===== src/rtl/boot_dl_pkg.sv =====
package boot_dl_pkg;

   typedef enum logic [4:0] {
      ST_ANNOUNCE, ST_WAIT_ESC, ST_WAIT_F6, ST_WAIT_02, ST_WAIT_00,
      ST_WAIT_52,  ST_WAIT_01,  ST_WAIT_FIN, ST_REPLY,   ST_DL_SYNC,
      ST_LEN_HI,   ST_LEN_LO,   ST_PAYLOAD,  ST_CHECK,   ST_ACK,
      ST_NAK,      ST_LAUNCH,   ST_IDLE,     ST_ABORT
   } dl_state_t;

   localparam int unsigned FRAME_BYTES = 7;

   localparam logic [7:0] KIND_OK  = 8'h41;
   localparam logic [7:0] KIND_ERR = 8'h45;
   localparam logic [7:0] CODE_HELLO = 8'h01;
   localparam logic [7:0] CODE_REPLY = 8'h02;
   localparam logic [7:0] CODE_DONE  = 8'h03;
   localparam logic [7:0] CODE_BAD   = 8'h53;

   // Seven-byte frame: fixed four-byte head, kind, code, kind^code.
   function automatic logic [7:0] frame_byte(input logic [2:0] idx,
                                             input logic [7:0] kind,
                                             input logic [7:0] code);
      case (idx)
         3'd0:    frame_byte = 8'h1B;
         3'd1:    frame_byte = 8'hF6;
         3'd2:    frame_byte = 8'h02;
         3'd3:    frame_byte = 8'h00;
         3'd4:    frame_byte = kind;
         3'd5:    frame_byte = code;
         default: frame_byte = kind ^ code;
      endcase
   endfunction

endpackage


===== src/rtl/boot_frame_tx.sv =====
module boot_frame_tx
   import boot_dl_pkg::*;
(
   input  logic       clk,
   input  logic       rst_n,
   input  logic       start,
   input  logic [7:0] kind,
   input  logic [7:0] code,
   output logic [7:0] tx_data,
   output logic       tx_valid,
   input  logic       tx_ready,
   output logic       busy,
   output logic       done
);
   localparam logic [2:0] LAST_IDX = 3'(FRAME_BYTES - 1);

   logic [2:0] idx_q;
   logic [7:0] kind_q, code_q;

   always_ff @(posedge clk or negedge rst_n) begin
      if (!rst_n) begin
         busy   <= 1'b0;
         idx_q  <= '0;
         kind_q <= '0;
         code_q <= '0;
      end else if (!busy) begin
         if (start) begin
            busy   <= 1'b1;
            idx_q  <= '0;
            kind_q <= kind;
            code_q <= code;
         end
      end else if (tx_ready) begin
         if (idx_q == LAST_IDX) busy <= 1'b0;
         else                   idx_q <= idx_q + 3'd1;
      end
   end

   assign tx_valid = busy;
   assign tx_data  = frame_byte(idx_q, kind_q, code_q);
   assign done     = busy && tx_ready && (idx_q == LAST_IDX);

   a_r2_tx_hold: assert property (@(posedge clk) disable iff (!rst_n)
      (tx_valid && !tx_ready) |=> (tx_valid && $stable(tx_data)));

endmodule


===== src/rtl/boot_timeout.sv =====
module boot_timeout #(
   parameter int unsigned CNT_W = 8
) (
   input  logic             clk,
   input  logic             rst_n,
   input  logic             reload,
   input  logic [CNT_W-1:0] load_val,
   input  logic             run,
   output logic             expired
);
   logic [CNT_W-1:0] cnt_q;

   always_ff @(posedge clk or negedge rst_n) begin
      if (!rst_n)                        cnt_q <= '1;
      else if (reload)                   cnt_q <= load_val;
      else if (run && cnt_q != '0)       cnt_q <= cnt_q - 1'b1;
   end

   assign expired = run && (cnt_q == '0);

   a_r4_reload_clears: assert property (@(posedge clk) disable iff (!rst_n)
      (reload && load_val != '0) |=> !expired);

endmodule


===== src/rtl/boot_dl_ctrl.sv =====
module boot_dl_ctrl
   import boot_dl_pkg::*;
#(
   parameter int unsigned      LONG_TICKS  = 32'h40000,
   parameter int unsigned      SHORT_TICKS = 32'h10000,
   parameter int unsigned      ZERO_LIMIT  = 100,
   parameter int unsigned      ADDR_W      = 24,
   parameter logic [ADDR_W-1:0] LOAD_ADDR  = 24'h800100,
   parameter logic [ADDR_W-1:0] STACK_TOP  = 24'h803FFC
) (
   input  logic              clk,
   input  logic              rst_n,
   input  logic [7:0]        rx_data,
   input  logic              rx_valid,
   output logic              rx_ready,
   output logic [7:0]        tx_data,
   output logic              tx_valid,
   input  logic              tx_ready,
   output logic              mem_we,
   output logic [ADDR_W-1:0] mem_addr,
   output logic [7:0]        mem_wdata,
   output logic              start_pulse,
   output logic [ADDR_W-1:0] start_addr,
   output logic [ADDR_W-1:0] start_stack,
   output logic              abort
);
   localparam int unsigned TMR_W = $clog2(LONG_TICKS + 1);
   localparam int unsigned ZC_W  = $clog2(ZERO_LIMIT + 1);
   localparam logic [TMR_W-1:0] LONG_LD  = TMR_W'(LONG_TICKS - 1);
   localparam logic [TMR_W-1:0] SHORT_LD = TMR_W'(SHORT_TICKS - 1);

   if (SHORT_TICKS < 2) begin : g_bad_short
      $error("SHORT_TICKS must be at least 2");
   end
   if (LONG_TICKS < SHORT_TICKS) begin : g_bad_long
      $error("LONG_TICKS must not be below SHORT_TICKS");
   end
   if (ZERO_LIMIT < 1) begin : g_bad_zero
      $error("ZERO_LIMIT must be at least 1");
   end
   if (ADDR_W < 17) begin : g_bad_addr
      $error("ADDR_W must hold a 16-bit offset");
   end

   dl_state_t state_q, state_d;

   logic            acc;
   logic            timed;
   logic            tmr_expired;
   logic            tmr_reload;
   logic [TMR_W-1:0] tmr_load;
   logic            tx_busy, tx_done, tx_start;
   logic [7:0]      fr_kind, fr_code;
   logic [ZC_W-1:0] zeros_q;
   logic [7:0]      fin_q, len_hi_q, csum_q;
   logic [15:0]     remain_q;
   logic [ADDR_W-1:0] ptr_q;
   logic            is_tx_state;

   assign acc = rx_valid && rx_ready;

   always_comb begin
      timed = 1'b0;
      case (state_q)
         ST_WAIT_ESC, ST_WAIT_F6, ST_WAIT_02, ST_WAIT_00,
         ST_WAIT_52, ST_WAIT_01, ST_WAIT_FIN: timed = 1'b1;
         default: timed = 1'b0;
      endcase
   end

   assign rx_ready = timed || state_q == ST_DL_SYNC || state_q == ST_LEN_HI ||
                     state_q == ST_LEN_LO || state_q == ST_PAYLOAD ||
                     state_q == ST_CHECK;

   // Frame selection per transmitting state.
   always_comb begin
      is_tx_state = 1'b1;
      fr_kind     = KIND_OK;
      fr_code     = CODE_HELLO;
      case (state_q)
         ST_ANNOUNCE: fr_code = CODE_HELLO;
         ST_REPLY:    fr_code = CODE_REPLY;
         ST_ACK:      fr_code = CODE_DONE;
         ST_NAK: begin
            fr_kind = KIND_ERR;
            fr_code = CODE_BAD;
         end
         default:     is_tx_state = 1'b0;
      endcase
   end
   assign tx_start = is_tx_state && !tx_busy;

   // Next-state logic.
   always_comb begin
      state_d = state_q;
      case (state_q)
         ST_ANNOUNCE: if (tx_done) state_d = ST_WAIT_ESC;
         ST_WAIT_ESC: begin
            if (acc) begin
               if (rx_data == 8'h1B) state_d = ST_WAIT_F6;
               else if (rx_data == 8'h00 && zeros_q == ZC_W'(1)) state_d = ST_ABORT;
            end else if (tmr_expired) state_d = ST_ABORT;
         end
         ST_WAIT_F6:  if (acc) state_d = (rx_data == 8'hF6) ? ST_WAIT_02 : ST_ABORT;
                      else if (tmr_expired) state_d = ST_ABORT;
         ST_WAIT_02:  if (acc) state_d = (rx_data == 8'h02) ? ST_WAIT_00 : ST_ABORT;
                      else if (tmr_expired) state_d = ST_ABORT;
         ST_WAIT_00:  if (acc) state_d = (rx_data == 8'h00) ? ST_WAIT_52 : ST_ABORT;
                      else if (tmr_expired) state_d = ST_ABORT;
         ST_WAIT_52:  if (acc) state_d = (rx_data == 8'h52) ? ST_WAIT_01 : ST_ABORT;
                      else if (tmr_expired) state_d = ST_ABORT;
         ST_WAIT_01:  if (acc) state_d = (rx_data == 8'h01) ? ST_WAIT_FIN : ST_ABORT;
                      else if (tmr_expired) state_d = ST_ABORT;
         ST_WAIT_FIN: if (acc) state_d = ST_REPLY;
                      else if (tmr_expired) state_d = ST_ABORT;
         ST_REPLY:    if (tx_done) state_d = (fin_q == 8'h53) ? ST_DL_SYNC : ST_WAIT_01;
         ST_DL_SYNC:  if (acc && rx_data == 8'h02) state_d = ST_LEN_HI;
         ST_LEN_HI:   if (acc) state_d = ST_LEN_LO;
         ST_LEN_LO:   if (acc) state_d = ({len_hi_q, rx_data} == 16'd0) ? ST_CHECK : ST_PAYLOAD;
         ST_PAYLOAD:  if (acc && remain_q == 16'd1) state_d = ST_CHECK;
         ST_CHECK:    if (acc) state_d = (rx_data == csum_q) ? ST_ACK : ST_NAK;
         ST_ACK:      if (tx_done) state_d = ST_LAUNCH;
         ST_NAK:      if (tx_done) state_d = ST_ABORT;
         ST_LAUNCH:   state_d = ST_IDLE;
         ST_IDLE:     state_d = ST_IDLE;
         default:     state_d = ST_ABORT;
      endcase
   end

   assign tmr_reload = acc || (state_d != state_q);
   assign tmr_load   = (state_d == ST_WAIT_ESC || state_d == ST_WAIT_F6) ? LONG_LD : SHORT_LD;

   // Datapath registers.
   always_ff @(posedge clk or negedge rst_n) begin
      if (!rst_n) begin
         state_q   <= ST_ANNOUNCE;
         zeros_q   <= ZC_W'(ZERO_LIMIT);
         fin_q     <= '0;
         len_hi_q  <= '0;
         csum_q    <= '0;
         remain_q  <= '0;
         ptr_q     <= LOAD_ADDR;
         mem_we    <= 1'b0;
         mem_addr  <= '0;
         mem_wdata <= '0;
      end else begin
         state_q <= state_d;
         mem_we  <= 1'b0;
         if (acc) begin
            case (state_q)
               ST_WAIT_ESC: if (rx_data == 8'h00) zeros_q <= zeros_q - 1'b1;
               ST_WAIT_FIN: fin_q <= rx_data;
               ST_DL_SYNC:  csum_q <= 8'h02;
               ST_LEN_HI: begin
                  len_hi_q <= rx_data;
                  csum_q   <= csum_q ^ rx_data;
               end
               ST_LEN_LO: begin
                  remain_q <= {len_hi_q, rx_data};
                  csum_q   <= csum_q ^ rx_data;
                  ptr_q    <= LOAD_ADDR;
               end
               ST_PAYLOAD: begin
                  mem_we    <= 1'b1;
                  mem_addr  <= ptr_q;
                  mem_wdata <= rx_data;
                  ptr_q     <= ptr_q + 1'b1;
                  remain_q  <= remain_q - 16'd1;
                  csum_q    <= csum_q ^ rx_data;
               end
               default: ;
            endcase
         end
      end
   end

   boot_frame_tx u_tx (
      .clk      (clk),
      .rst_n    (rst_n),
      .start    (tx_start),
      .kind     (fr_kind),
      .code     (fr_code),
      .tx_data  (tx_data),
      .tx_valid (tx_valid),
      .tx_ready (tx_ready),
      .busy     (tx_busy),
      .done     (tx_done)
   );

   boot_timeout #(.CNT_W(TMR_W)) u_tmr (
      .clk      (clk),
      .rst_n    (rst_n),
      .reload   (tmr_reload),
      .load_val (tmr_load),
      .run      (timed),
      .expired  (tmr_expired)
   );

   assign start_pulse = (state_q == ST_LAUNCH);
   assign start_addr  = LOAD_ADDR;
   assign start_stack = STACK_TOP;
   assign abort       = (state_q == ST_ABORT);

   a_r1_no_rx_during_tx: assert property (@(posedge clk) disable iff (!rst_n)
      tx_valid |-> !rx_ready);
   a_r11_abort_sticky: assert property (@(posedge clk) disable iff (!rst_n)
      abort |=> abort);
   a_r11_abort_quiet: assert property (@(posedge clk) disable iff (!rst_n)
      abort |-> (!rx_ready && !tx_valid && !start_pulse));
   a_r8_single_launch: assert property (@(posedge clk) disable iff (!rst_n)
      start_pulse |=> (!start_pulse && !rx_ready));
   a_r7_write_in_download: assert property (@(posedge clk) disable iff (!rst_n)
      mem_we |-> (!abort && !start_pulse && !tx_valid));

endmodule


===== config.mk =====
export PLATFORM = sky130hd
export DESIGN_NAME = boot_dl_ctrl
export DESIGN_NICKNAME = d
export VERILOG_FILES = /design/src/rtl/boot_dl_pkg.sv /design/src/rtl/boot_frame_tx.sv /design/src/rtl/boot_timeout.sv /design/src/rtl/boot_dl_ctrl.sv
export SDC_FILE = /design/constraint.sdc
export NUM_CORES = 1
export LEC_CHECK = 0
export BUFFER_PORTS_ARGS = -buffer_cell sky130_fd_sc_hd__buf_2
export CAP_MARGIN = 20
export CORE_MARGIN = 2
export CORE_UTILIZATION = 45
export CTS_BUF_LIST = sky130_fd_sc_hd__clkbuf_4 sky130_fd_sc_hd__clkbuf_8
export DETAILED_ROUTE_END_ITERATION = 16
export PLACE_DENSITY = 0.71
export SETUP_SLACK_MARGIN = 0.2
export SLEW_MARGIN = 10
export SYNTH_ARGS = -nofsm -noshare
export SYNTH_HDL_FRONTEND = slang
export SYNTH_SLANG_ARGS = --single-unit

===== constraint.sdc =====
create_clock -name clk -period 2.8 [get_ports clk]
set_input_delay 0.28 -clock clk [delete_from_list [all_inputs] [get_ports clk]]
set_output_delay 0.28 -clock clk [all_outputs]
set_load 0.02 [all_outputs]

==> impl_metrics.yaml, run 1 <==
routing:
  drt_iter0_drc: 423
  via_count: 6735
  drc: 0
  via_per_inst: 5.392
  drt-wirelength-per-cell_microns: 15.43
  drt_first_pass_iters: 7
  routed_wl_microns: 19270
  antenna_left: 0
yosys:
  synth_compound_area_share_pct: 14.09
  ys_top_cells_by_count: "nand2_1, dfrtp_1, o21ai_0, nor2_1, buf_4"
  synth_most_common_cell: "nand2_1"
  synth_edf_count: 0
  yosys.area.top_type: "dfrtp_1"
  synth_area_leaders: "dfrtp_1, nand2_1, dfstp_2"
  synth_cell_types: 79
  yosysSeqAreaShare_pct: 43.45
  syn_inst: 912
  synthAdderAreaFrac_pct: 1.583
  synth-simple-area-share_pct: 25.49
  synth_top_area_share_pct: 35.47
  ys_seq_elements: 136
  syn_avg_cell_area_sq_um: 8.665
  synth_mux_area_share_pct: 3.135
  yosysWarnings: 0
  synth_top_family_by_area: "simple AND/OR/NAND/NOR gates"
  syn_area_sq_um: 7903
  async_flop_share_pct: 100.0
  synth_top_flop_cell: "dfrtp_1"
  synth_xor_xnor_area_share_pct: 3.768
grt:
  grt_max_degree: 78
  grt_pass1_wl_microns: 31940
  gr-total-overflow: 0
  antenna_found_initial: 0
  met1_usage_pct: 31.31
  grt_pass1_vias: 6275
  track_usage_pct: 21.60
  use_met3_pct: 4.074
  met2_usage_pct: 33.64
  grt-busiest-layer: "met2"
timing:
  rsz0062_at_grt: "yes"
  fin_ws_ns: 0.09851
  setup_viol: 0
  fmax_mhz: 370.2
  skew_ns: 0.01112
  worst_pin_slew_ns: 0.7284
  period_needed_ns: 2.701
  final_max_slew_viol_count: 0
  hold_viol_final: 0
  fin_crit_sh_pct: 96.48
  holdWs_ns: 0.2176
  setup_tns_ns: 0
  slew_headroom_pct: 51.44
setup_path:
  path_class: "flip-flop to flip-flop"
  critPathRequiredTime_ns: 3.16
  cp_data_arrival_time_ns: 3.07
  critPathLaunchType: "flip-flop"
  crit_path_end_kind: "flip-flop"
  crit_path_max_fanout: 9
  ff2ff_path_depth: 10
  cp-startpoint: "u_tmr.cnt_q[7]"
  rr_startpoint: "u_tmr.cnt_q[7]"
hold_path:
  hp-class: "primary input to flip-flop"
  hold_start: "tx_ready"
  whs_path_depth: 3
floorplanning:
  die_height_microns: 136.5
  fp-row-count: 48
  die_w_microns: 136.5
  io_pins: 105
  dieArea_sq_um: 18640
  core-area_sq_um: 17240
  initial_core_util_pct: 45.85
layout:
  n_antenna_cell: 0
  nets: 1033
  synthToLayoutAreaGrowth_pct: 16.37
  fill_cells: 1596
  final_cells: 1249
  final_layout_size_suffix_gt1_share_pct: 24.41
run_status:
  outcome: "complete, no violations"
placement:
  hpwl_microns: 13430
  pre_cts_slack_ns: 0.03074
  gp_congestion: 0.9478
  numPortBuffers: 56
  dp_cells: 1210
clock_network:
  cts.htree.levels: 4
  clkTransAtPathRegs_ns: 0.08
  cts_buffers: 17
  clk_path_buf_depth: 2
  root_buffer: "clkbuf_8"
  cts_sinks: 136
  insertion_delay_ns: 0.44
  cts_tree: "done"
power_and_ir_drop:
  vdd_drop_max_mv: 0.6056
  p_leak_uw: 0.004219
  power_density_nw_per_um2: 616.0
run:
  cap_viol_max_count: 0
==> routing by layer <==
layer | vias to the layer above | share of wire [%] | wire, microns
met1 | 3265 | 48 | 9255
met4 | 0 | 1.2 | 235
met3 | 20 | 4.3 | 832
met5 | - | 0 | 0
met2 | 184 | 46 | 8948
li1 | 3266 | - | -
==> what timing repair did <==
action                                  in CTS  in global routing
setup buffers                                4                  2
endpoints found under the setup margin      19                 30
resized for setup                            7                 25
hold endpoints to repair                    58                  0
pin swaps                                    6                  5
hold buffers                                 1                  0
==> critical path, stage by stage (launching register included) <==
cell	delay (ns)
dfstp_2	0.39
or4_4	0.53
and4bb_4	0.34
a21oi_4	0.09
buf_4	0.15
o21ai_1	0.13
o31ai_2	0.11
or3_4	0.35
a21oi_4	0.17
buf_12	0.15
mux2i_2	0.20
==> flip-flops by register name, summed over array words and instances (netlist names), 3 cells and up <==
signal / cells
csum_q: 8
fin_q: 8
len_hi_q: 8
mem_addr: 24
mem_wdata: 8
ptr_q: 24
remain_q: 16
state_q: 5
u_tmr.cnt_q: 19
u_tx.code_q: 3
u_tx.idx_q: 3
zeros_q: 7
==> per-stage QoR <==
step	area (sq um)	power, uW	util, %
6_report	9196	5665	53.35
5_1_grt	9196	6004	53.35
4_1_cts	9087	5623	52.72
3_5_place_dp	8631	3998	50.07
3_3_place_gp	8631	3974	50.07
2_1_floorplan	8084	3412	-
==> cell type report <==
cell class                      count  area (sq um)  share of cell area [%]
Multi-Input combinational cell    705          4105                   44.64
Timing Repair Buffer              129         910.9                   9.905
Clock inverter                     14         138.9                   1.510
Clock buffer                       18         241.5                   2.626
Inverter                           22         82.58                  0.8980
Tap cell                          225         281.5                   3.061
Sequential cell                   136          3436                   37.36
==> worst paths after layout <==
path,slack [ns],endpoint
setup / recovery,0.1,u_tmr.cnt_q[17]
hold / removal,0.22,u_tx.idx_q[1]
setup reg to reg,0.1,u_tmr.cnt_q[17]
hold reg to reg,0.48,u_tmr.cnt_q[18]
max in group asynchronous,1.56,ptr_q[23]
min in group asynchronous,0.43,u_tx.kind_q[0]
==> power by group <==
part | switching (uW) | internal [uW]
logic | 1040 | 817
clock network | 836 | 732
registers | 138 | 2100
total | 2020 | 3650
==> layout by cell type, fill, tap and decap left out, types with 20 or more instances in the layout <==
cell	Yosys	layout
nand2_1	184	183
buf_4	50	65
o21ai_0	77	76
a21oi_1	25	25
nor3_1	26	25
nand3_1	32	31
dfstp_2	24	24
nor2_1	61	59
buf_2	4	55
conb_1	2	48
dfrtp_1	112	110
xnor2_1	23	23
inv_1	21	20
==> kinds of logic (layout without fill, tap and decap cells) <==
logic type               Yosys count  count (layout)
buffers and inverters            117             183
multiplexers                      23              23
AO/OA/AOI/OAI                    172             172
adder cells (fa/ha/maj)           10              10
AND/OR/NAND/NOR                  418             418
XOR/XNOR                          34              34
other                              2              48
flip-flops                       136             136
Note: power is estimated with default switching activity, not from simulation.
==> run 2, diff against run 1 <==
CELL_PAD_IN_SITES_DETAIL_PLACEMENT = 1   (was not set)
CELL_PAD_IN_SITES_GLOBAL_PLACEMENT = 1   (was not set)
CORE_UTILIZATION = 41   (was 45)
PLACE_DENSITY = 0.83   (was 0.71)
==> run 2 against run 1 <==
Non-clock buffer count increased by 9. Count of clock-buffer cells in the layout down 1. Setup slack got worse by 0.088 ns. Fmax fell by 3.1%. Register-to-register slack got worse by 0.09 ns. Global-route usage up 1.8 points. Critical path depth stayed put. Critical path type unchanged. Critical endpoint unchanged. Cell count rose by 3.4%. Largest power group unchanged. Total power rose by 6.6%.
==> impl_metrics.yaml, run 2 (synthesized netlist as in run 1, its figures left out) <==
floorplanning:
  io_pins: 105
  fp-row-count: 50
  dieArea_sq_um: 20400
  initial_core_util_pct: 41.97
  die_w_microns: 142.8
  core-area_sq_um: 18830
  die_height_microns: 142.8
grt:
  gr-total-overflow: 0
  grt_pass1_vias: 7141
  grt_max_degree: 58
  grt_pass1_wl_microns: 37610
  track_usage_pct: 23.41
  antenna_found_initial: 0
run_status:
  outcome: "complete, no violations"
routing:
  drt_iter0_drc: 439
  via_count: 7082
  via_per_inst: 5.481
  drt-wirelength-per-cell_microns: 18.29
  antenna_left: 0
  routed_wl_microns: 23630
  drc: 0
  drt_first_pass_iters: 5
setup_path:
  critPathLaunchType: "flip-flop"
  rr_startpoint: "u_tmr.cnt_q[6]"
  path_class: "flip-flop to flip-flop"
  cp_data_arrival_time_ns: 3.15
  critPathRequiredTime_ns: 3.16
  crit_path_max_fanout: 7
  crit_path_end_kind: "flip-flop"
  cp-startpoint: "u_tmr.cnt_q[6]"
layout:
  synthToLayoutAreaGrowth_pct: 18.62
  final_layout_size_suffix_gt1_share_pct: 25.19
  reg_top3: "mem_addr: 24 flops, ptr_q: 24 flops, u_tmr.cnt_q: 19 flops"
  final_common_cell: "nand2_1"
  n_antenna_cell: 0
  nets: 1042
  final_cell_mix: "nand2_1, dfrtp_1, o21ai_0"
clock_network:
  cts_buffers: 17
  cts_tree: "done"
  clk_path_buf_depth: 2
  cts.htree.levels: 4
  insertion_delay_ns: 0.46
  clkTransAtPathRegs_ns: 0.08
  cts_sinks: 136
  root_buffer: "clkbuf_8"
placement:
  hpwl_microns: 16400
  pre_cts_slack_ns: -0.02470
  gp_congestion: 0.9449
  numPortBuffers: 56
power_and_ir_drop:
  clkPwrFrac_pct: 29.7
  p_leak_uw: 0.004290
  p_sw_share_pct: 34.86
  combPwrFrac_pct: 33.4
  power_density_nw_per_um2: 644.5
  p_seq_share_pct: 36.9
  p_switching_uw: 2106
  fin_total_pwr_uw: 6041
  intPower_uw: 3935
  vdd_drop_max_mv: 0.3124
hold_path:
  hp-class: "primary input to flip-flop"
  hold_start: "tx_ready"
timing:
  setup_viol: 0
  final_max_slew_viol_count: 0
  hold_viol_final: 0
  slew_headroom_pct: 59.50
  period_needed_ns: 2.789
  skew_ns: 0.02174
  rsz0062_at_grt: "yes"
  fin_ws_ns: 0.01067
  worst_pin_slew_ns: 0.6058
  fmax_mhz: 358.5
  fin_crit_sh_pct: 99.62
run:
  cap_viol_max_count: 0
run 2: cell types whose count changed in the layout (fill, tap and decap cells not counted), moves of 3 or more:
cell	before	now
buf_4	65	71
buf_6	2	6
inv_6	5	2
nand2_1	183	178
nand2_2	1	6
bufinv_16	1	4
run 2: power groups by stage:
stage | combinational, uW | clock, uW | sequential (uW)
2_1_floorplan | 1170 | 0 | 2240
3_3_place_gp | 1660 | 0 | 2260
6_report | 2020 | 1800 | 2230
4_1_cts | 1960 | 1830 | 2220
5_1_grt | 2170 | 1900 | 2250
3_5_place_dp | 1700 | 0 | 2260
run 2: worst max-delay path, stage by stage (launching register included):
cell and delay, ns:
dfstp_2 0.39, or4_4 0.55, and4bb_4 0.40, a21oi_4 0.10
buf_4 0.15, buf_4 0.12, a21o_2 0.20, nand2_1 0.07
nand3_1 0.16, a2111o_1 0.35, mux2i_1 0.20
run 2: metal layers:
layer  wire, microns  global-route usage [%]  vias to the layer above
met5               0                       0                        -
met2           11860                   39.73                      204
met4             441                   7.712                        0
li1                -                       -                     3282
met3            1192                   4.259                       41
met1           10130                   30.29                     3555
run 2: final timing paths:
check                                   to  slack (ns)  cells past startpoint
min reg2reg                   mem_wdata[1]        0.48                      2
min in group asynchronous         ptr_q[9]        0.37                      2
min                          u_tx.idx_q[2]        0.23                      3
max reg2reg                u_tmr.cnt_q[17]        0.01                     10
max                        u_tmr.cnt_q[17]        0.01                     10
max in group asynchronous     mem_addr[21]        1.72                      3
run 2: timing repair:
item | CTS | global route
hold endpoints to repair | 33 | 0
buffers inserted | 14 | 0
gates resized for setup | 23 | 13
endpoints found under the setup margin | 19 | 36
pin swaps | 9 | 6
hold buffers | 1 | 0
run 2: per-stage QoR:
| stage | utilization [%] | TNS, ns | hold WS (ns) | std cells | area [sq um] |
|---|---|---|---|---|---|
| finish | 49.78 | 0 | 0.2280 | 1292 | 9374 |
| global route | 49.78 | -0.02475 | 0.2335 | 1292 | 9374 |
| CTS | 49.52 | 0 | 0.2009 | 1292 | 9325 |
| detailed placement | 45.97 | -0.09171 | 0.2950 | 1246 | 8657 |
| global placement | 45.97 | 0 | 0.2894 | 1246 | 8657 |
| floorplan | - | 0 | -0.01559 | 958 | 8084 |
run 2: cell type report:
type / instances / area [sq um]
timing repair buffer: 138 / 985.9
clock buffer: 17 / 234.0
inverter: 22 / 82.58
clock inverter: 14 / 200.2
fill: 2237 / 9457
multi-input combinational: 705 / 4113
tap: 260 / 325.3
sequential: 136 / 3433
